**src/rtl/fiq_sel_pkg.sv**
```systemverilog
package fiq_sel_pkg;
  localparam int unsigned IDX_W  = 7;
  localparam int unsigned CTRL_W = IDX_W + 1;

  typedef struct packed {
    logic             en;
    logic [IDX_W-1:0] idx;
  } fiq_ctrl_t;
endpackage

```
**src/rtl/fiq_ctrl_reg.sv**
```systemverilog
module fiq_ctrl_reg
  import fiq_sel_pkg::*;
#(
  parameter int unsigned DATA_W   = 32,
  parameter int unsigned ADDR_W   = 8,
  parameter logic [7:0]  CTRL_OFS = 8'h0c
) (
  input  logic              clk_i,
  input  logic              rst_ni,
  input  logic              wr_i,
  input  logic [ADDR_W-1:0] addr_i,
  input  logic [DATA_W-1:0] wdata_i,
  output fiq_ctrl_t         ctrl_o,
  output logic [DATA_W-1:0] rdata_o
);
  localparam int unsigned PAD_W = DATA_W - CTRL_W;

  logic [CTRL_W-1:0] ctrl_q;
  logic              hit;
  logic              unused_wdata;

  assign hit          = (addr_i == ADDR_W'(CTRL_OFS));
  assign unused_wdata = ^wdata_i[DATA_W-1:CTRL_W];

  always_ff @(posedge clk_i or negedge rst_ni) begin
    if (!rst_ni)         ctrl_q <= '0;
    else if (wr_i && hit) ctrl_q <= wdata_i[CTRL_W-1:0];
  end

  assign ctrl_o  = ctrl_q;
  assign rdata_o = hit ? {{PAD_W{1'b0}}, ctrl_q} : '0;

  AST_CTRL_LOAD: assert property (@(posedge clk_i) disable iff (!rst_ni)
    (wr_i && hit) |=> ctrl_q == $past(wdata_i[CTRL_W-1:0]));
  AST_CTRL_HOLD: assert property (@(posedge clk_i) disable iff (!rst_ni)
    (!wr_i || addr_i != ADDR_W'(CTRL_OFS)) |=> $stable(ctrl_q));
endmodule

```
**src/rtl/fiq_src_mux.sv**
```systemverilog
module fiq_src_mux #(
  parameter int unsigned B0_LINES   = 8,
  parameter int unsigned BANK_LINES = 32,
  parameter int unsigned IDX_W      = 7
) (
  input  logic [B0_LINES-1:0]   b0_i,
  input  logic [BANK_LINES-1:0] b1_i,
  input  logic [BANK_LINES-1:0] b2_i,
  input  logic [IDX_W-1:0]      idx_i,
  output logic                  level_o,
  output logic                  in_range_o
);
  localparam int unsigned SPAN  = 1 << IDX_W;
  localparam int unsigned N_SRC = 2 * BANK_LINES + B0_LINES;

  logic [SPAN-1:0] flat;

  // index order: wide group one, wide group two, then basic group
  for (genvar g = 0; g < SPAN; g++) begin : g_flat
    if (g < BANK_LINES) begin : g_b1
      assign flat[g] = b1_i[g];
    end else if (g < 2 * BANK_LINES) begin : g_b2
      assign flat[g] = b2_i[g - BANK_LINES];
    end else if (g < N_SRC) begin : g_b0
      assign flat[g] = b0_i[g - 2 * BANK_LINES];
    end else begin : g_pad
      assign flat[g] = 1'b0;
    end
  end

  assign level_o    = flat[idx_i];
  assign in_range_o = (idx_i < IDX_W'(N_SRC));
endmodule

```
**src/rtl/fiq_out_stage.sv**
```systemverilog
module fiq_out_stage (
  input  logic clk_i,
  input  logic rst_ni,
  input  logic en_i,
  input  logic in_range_i,
  input  logic level_i,
  output logic fiq_o
);
  always_ff @(posedge clk_i or negedge rst_ni) begin
    if (!rst_ni) fiq_o <= 1'b0;
    else         fiq_o <= en_i & in_range_i & level_i;
  end
endmodule

```
**src/rtl/fiq_sel_top.sv**
```systemverilog
module fiq_sel_top
  import fiq_sel_pkg::*;
#(
  parameter int unsigned DATA_W     = 32,
  parameter int unsigned ADDR_W     = 8,
  parameter int unsigned B0_LINES   = 8,
  parameter int unsigned BANK_LINES = 32
) (
  input  logic                  clk_i,
  input  logic                  rst_ni,
  input  logic                  reg_wr_i,
  input  logic [ADDR_W-1:0]     reg_addr_i,
  input  logic [DATA_W-1:0]     reg_wdata_i,
  output logic [DATA_W-1:0]     reg_rdata_o,
  input  logic [B0_LINES-1:0]   src_b0_i,
  input  logic [BANK_LINES-1:0] src_b1_i,
  input  logic [BANK_LINES-1:0] src_b2_i,
  output logic                  fiq_o
);
  localparam int unsigned BW    = $clog2(BANK_LINES);
  localparam int unsigned B0W   = $clog2(B0_LINES);
  localparam int unsigned N_SRC = 2 * BANK_LINES + B0_LINES;

  fiq_ctrl_t ctrl;
  logic      level;
  logic      in_range;

  fiq_ctrl_reg #(.DATA_W(DATA_W), .ADDR_W(ADDR_W)) u_ctrl (
    .clk_i, .rst_ni, .wr_i(reg_wr_i), .addr_i(reg_addr_i),
    .wdata_i(reg_wdata_i), .ctrl_o(ctrl), .rdata_o(reg_rdata_o)
  );

  fiq_src_mux #(.B0_LINES(B0_LINES), .BANK_LINES(BANK_LINES), .IDX_W(IDX_W)) u_mux (
    .b0_i(src_b0_i), .b1_i(src_b1_i), .b2_i(src_b2_i),
    .idx_i(ctrl.idx), .level_o(level), .in_range_o(in_range)
  );

  fiq_out_stage u_out (
    .clk_i, .rst_ni, .en_i(ctrl.en), .in_range_i(in_range),
    .level_i(level), .fiq_o
  );

  AST_B1_ROUTE: assert property (@(posedge clk_i) disable iff (!rst_ni)
    (ctrl.en && ctrl.idx < IDX_W'(BANK_LINES))
      |=> fiq_o == $past(src_b1_i[ctrl.idx[BW-1:0]]));
  AST_B2_ROUTE: assert property (@(posedge clk_i) disable iff (!rst_ni)
    (ctrl.en && ctrl.idx >= IDX_W'(BANK_LINES) && ctrl.idx < IDX_W'(2 * BANK_LINES))
      |=> fiq_o == $past(src_b2_i[ctrl.idx[BW-1:0]]));
  AST_B0_ROUTE: assert property (@(posedge clk_i) disable iff (!rst_ni)
    (ctrl.en && ctrl.idx >= IDX_W'(2 * BANK_LINES) && ctrl.idx < IDX_W'(N_SRC))
      |=> fiq_o == $past(src_b0_i[ctrl.idx[B0W-1:0]]));
  AST_DISABLED_QUIET: assert property (@(posedge clk_i) disable iff (!rst_ni)
    !ctrl.en |=> !fiq_o);
  AST_RANGE_QUIET: assert property (@(posedge clk_i) disable iff (!rst_ni)
    (ctrl.idx >= IDX_W'(N_SRC)) |=> !fiq_o);
endmodule

```
**config.mk**
```make
export PLATFORM = sky130hd
export DESIGN_NAME = fiq_sel_top
export DESIGN_NICKNAME = d
export VERILOG_FILES = /design/src/rtl/fiq_sel_pkg.sv /design/src/rtl/fiq_ctrl_reg.sv /design/src/rtl/fiq_src_mux.sv /design/src/rtl/fiq_out_stage.sv /design/src/rtl/fiq_sel_top.sv
export SDC_FILE = /design/constraint.sdc
export NUM_CORES = 1
export LEC_CHECK = 0
export BUFFER_PORTS_ARGS = -buffer_cell sky130_fd_sc_hd__buf_4
export CAP_MARGIN = 20
export CORE_ASPECT_RATIO = 1.2
export CORE_UTILIZATION = 30
export DETAILED_ROUTE_END_ITERATION = 6
export HOLD_SLACK_MARGIN = 0.06
export PLACE_DENSITY_LB_ADDON = 0.12
export SLEW_MARGIN = 20
export SYNTH_ARGS = -nofsm -noshare
export SYNTH_HDL_FRONTEND = slang
export SYNTH_HIERARCHICAL = 1
export SYNTH_SLANG_ARGS = --single-unit
```
**constraint.sdc**
```tcl
create_clock -name clk_i -period 2.1 [get_ports clk_i]
set_input_delay 0.21 -clock clk_i [delete_from_list [all_inputs] [get_ports clk_i]]
set_output_delay 0.21 -clock clk_i [all_outputs]
set_load 0.05 [all_outputs]
```
### After elaboration in Yosys (flattened, before gate mapping)

Cells that the tools add are included.

* input port bits: 115
* logic and storage cells: 11
* flip-flop bits (word level): 9

* equality and inequality tests: 1
* bitwise logic cells: 2
* magnitude comparators: 2
* muxes and demuxes: 3
* reduce and logical (&&, ||, !) cells: 1

Operators with widths (count)
* == test 8 x 4 -> 1 bit, second input constant: 1
* < comparator 7 x 8 -> 1 bit, second input constant: 1
* 2-to-1 mux 8 bit: 1
* binary-select mux 1 bit (select 7 bit): 1
* < comparator 7 bit, second input constant: 1
* bitwise AND 1 bit: 2
* logical AND 1 bit: 1
* 2-to-1 mux 1 bit: 1

### Logic depth before layout (Yosys ltp)

* depth in word-level cells: 3
* gate-level depth with buffers: 8

### By module

Netlist, hierarchy kept.

Modules (own cells, without submodules)
* fiq_src_mux: instances 1, area each 621.8 µm², cells an instance 46, seq. area each 0.0 µm²
* fiq_ctrl_reg: instances 1, area each 599.3 µm², cells an instance 56, seq. area each 200.2 µm²
* fiq_out_stage: instances 1, area each 31.3 µm², cells an instance 2, seq. area each 25.0 µm²

### Least setup slack after synthesis

No wires, ideal clock.

* kind: reg-to-reg
* start: reg u_ctrl.ctrl_q[1], in the netlist u_ctrl/ctrl_o[1]
* end: reg u_out.fiq_o
* stages on the path, launching flop included: 9
* buffers on the path: 2
* setup slack: -0.230 ns
* arrival: 2.210 ns
* period minus slack after synthesis: 2.330 ns
* required time: 1.980 ns
* library setup time: 0.120 ns
* cell sequence: dfrtp_1 > buf_6 > buf_2 > mux4_2 > mux2_2 > o21ai_0 > a21oi_1 > or3_1 > and3_1

* longest elaborated chain between the ends: 3
* elaborated cells on any way between the ends: 5
* classes of those cells: order compare: 1; mux: 2; bitwise: 2

RTL lines
* start, declared: line fiq_ctrl_reg.sv:18 `logic [CTRL_W-1:0] ctrl_q;`
* start signal, assigned: line fiq_ctrl_reg.sv:27 `else if (wr_i && hit) ctrl_q <= wdata_i[CTRL_W-1:0];`
* binary-select mux 1 bit (select 7 bit): line fiq_src_mux.sv:31 `assign level_o = flat[idx_i];`
* 2-to-1 mux 1 bit (not written as such): line fiq_src_mux.sv:31
* named net level: line fiq_sel_top.sv:25 `logic level;`
* bitwise AND 1 bit: line fiq_out_stage.sv:11 `else fiq_o <= en_i & in_range_i & level_i;`
* end signal, assigned: line fiq_out_stage.sv:11
* end, declared: line fiq_out_stage.sv:7 `output logic fiq_o`

The timed path passes the listed nets, and every way through them passes these cells. The select of a mux whose other input is x is not followed.
A chain may end at the register's enable or synchronous reset.

### Final worst setup path

Ends and elaborated chain as after synthesis.

==> reports/qor.txt <==
Register area share after synthesis: 18.0%
Static Leak: 1.05 nW
Root buffer cell: clkbuf_8
Comb power frac: 48.7%
# clock sinks: 9
Metal-1 WL: 1120 um
Yosys warning count: 6
Slew Viols, Final: 0
Clock tree buffer depth: 2
WHS Path Cells: 2
Worst hold-check path type: input pin to register
WL per Instance: 12.9 um
Routed wl met3: 208 um
CP Max Fanout: 4
Gr ovfl total: 0
Syn Area/Cell: 12.0 um2
Core Region: 3970 um2
Failing checks: setup timing
Seq. cell area: 226 um2
Die ar.: 4440 um2
Post-layout power: 0.000764 W
Worst setup SP type: register
Die height: 72.8 um
Initial antenna violation count: 0
DIE WIDTH: 61.0 um
Fill cells: 408
Drt via density: 4.52
Achievable Freq: 431 MHz
Finish-stage setup viols: 1
Max layer used: met3
Synthesized flop and latch total: 9
Area growth, synth to finish: 68.7%
IO buf count: 99
Clk slew on worst S/H paths: 50 ps
CP required: 2220 ps
First-pass DRT Iterations: 4
Final hold violation count: 0
Power share of the sequential group: 25.6%
Ys async rst share: 100%
WL met2: 2090 um
Starting density of the core: 31.5%
Post-route cell area: 2110 um2
Cells after Synth: 104
Synthesized area: 1250 um2
Worst Reg-to-Reg Cells: 7
Crit end category: register
Row cnt: 25
Int Power: 0.000518 W
Status: complete, but fails checks
I/O Pins: 148
RePlAce Congestion: 0.730
Dpl cells: 259
Final WL: 3420 um
Layout cells sized above 1: 68.4%
H-tree levels: 1
Footprint of the multi-input gates: 891 um2
Detailed Route Iter0 Violations: 17
Clk_lat worst skew: 230 ps
Largest net degree at the start of global routing: 12
Vias in the first global route: 1261
Via count: 1201
Clock skew: 4.20 ps
P_sw: 0.000247 W
Ys flop type: dfrtp_1
Final net count: 328
Crit path time final: 2320 ps
Layout Cells excl Fill: 266
DR DRC count: 0
Hpwl dp: 3000 um
TritonCTS Buffers: 3
Arrival @ worst endpoint: 2440 ps
Post-DP Area: 2020 um2
Number of distinct library cells after synthesis: 29
Sw Ratio: 32.3%
Crit share post-route: 110%
Ant diodes: 0
WS Path Type: register to register
CTS tree: done
Post-route ant nets: 0
RSZ-0062 raised after global routing: true
GRT Total Usage: 15.9%
Clock network power share: 25.7%
Fin worst setup slack: -218 ps
Peak supply drop: 0.000214 V
EDFF count, synth: 0
PwrDens: 362 nW/um2
Max cap viols: 0
First-pass GRT wire length: 5350 um
[critical path, cell delays in order (launching register included)]
cell       delay, ps
dfrtp_2          420
clkbuf_16        160
mux4_2           490
mux4_2           460
mux2i_1          140
nor3b_1           60
or3_1            310
and3_1           150
[kinds of logic after synthesis]
group | count (synthesis) | synth area share (%)
simple gates | 25 | 12.3
flops | 9 | 18.0
other cells | 1 | 0.299
compound gates | 4 | 2.10
mux | 34 | 49.6
buf+inv | 31 | 17.8
[timing repair]
item / 4_1_cts / 5_1_grt
gates cloned: 0 / 1
resized for setup: 0 / 2
setup endpoints to repair: 1 / 1
hold buffers: 1 / 0
endpoints found under the hold margin: 9 / 0
setup buffers: 1 / 0
[power by group through the flow]
stage	Combinational [W]	Sequential [W]	Clock, W
floorplan	0.000246	0.000195	0
global placement	0.000360	0.000198	0
detailed placement	0.000367	0.000198	0
CTS	0.000370	0.000195	0.000201
global route	0.000397	0.000198	0.000210
finish	0.000372	0.000196	0.000196
[cell usage in the layout, fill, tap and decap left out, types with 2 or more instances in the layout]
master | Yosys | final
buf_12 | 0 | 2
mux2i_1 | 5 | 5
nand2_1 | 2 | 2
conb_1 | 1 | 24
buf_4 | 24 | 105
mux4_2 | 19 | 19
mux2_4 | 8 | 8
nand3_1 | 2 | 2
and2_1 | 8 | 8
dfrtp_1 | 9 | 8
or4_1 | 2 | 2
clkbuf_8 | 0 | 3
inv_1 | 2 | 2
mux2_2 | 2 | 2
nor3_1 | 3 | 3
[final cells by class]
type / instances / share of cell area (%)
well taps: 54 / 3.20
multi-input cells: 87 / 42.2
clock inverters: 1 / 0.237
repair buffers: 110 / 41.4
clock buffers: 3 / 1.95
inverters: 2 / 0.355
flip-flops and latches: 9 / 10.7
[through the flow]
| stage | hold slack, ps | setup TNS, ps | setup WS [ps] | util (%) |
|---|---|---|---|---|
| 6_report | 213 | -218 | -218 | 53.2 |
| 4_1_cts | 211 | -201 | -201 | 52.4 |
| 2_1_floorplan | -85.6 | -95.2 | -95.2 | - |
| 5_1_grt | 208 | -278 | -278 | 53.2 |
| 3_5_place_dp | 41.3 | -200 | -200 | 50.8 |
| 3_3_place_gp | 35.9 | -210 | -210 | 50.8 |
[layer usage]
layer	vias up	GRT usage, %
li1	572	-
met4	0	3.54
met5	-	0
met1	573	16.7
met2	56	31.7
met3	0	2.30
[Yosys cell counts, drive strengths merged (2+ instances only)]
library cell,instances,share of area [%]
buf,28,17
mux4,19,34
mux2,10,11
dfrtp,9,18
and2,8,4.0
mux2i,5,4.0
nor3,3,1.2
inv,2,0.60
nand2,2,0.60
nand3,2,0.80
or4,2,1.2
[registers in the layout, summed over array words and instances, names as in the netlist]
name	count
u_out/fiq_o	1
u_ctrl/ctrl_o	8
[path summary, 6_finish.rpt]
check,to,from,slack (ps)
worst min register to register,u_ctrl/ctrl_o[7],u_ctrl/ctrl_o[7],540
max in group asynchronous,u_ctrl/ctrl_o[1],rst_ni,1610
worst max register to register,u_out/fiq_o,u_ctrl/ctrl_o[1],-220
worst min-delay path,u_ctrl/ctrl_o[1],reg_wdata_i[1],210
min in group asynchronous,u_out/fiq_o,rst_ni,340
worst max-delay path,u_out/fiq_o,u_ctrl/ctrl_o[1],-220
Note: power is estimated with default switching activity, not from simulation.
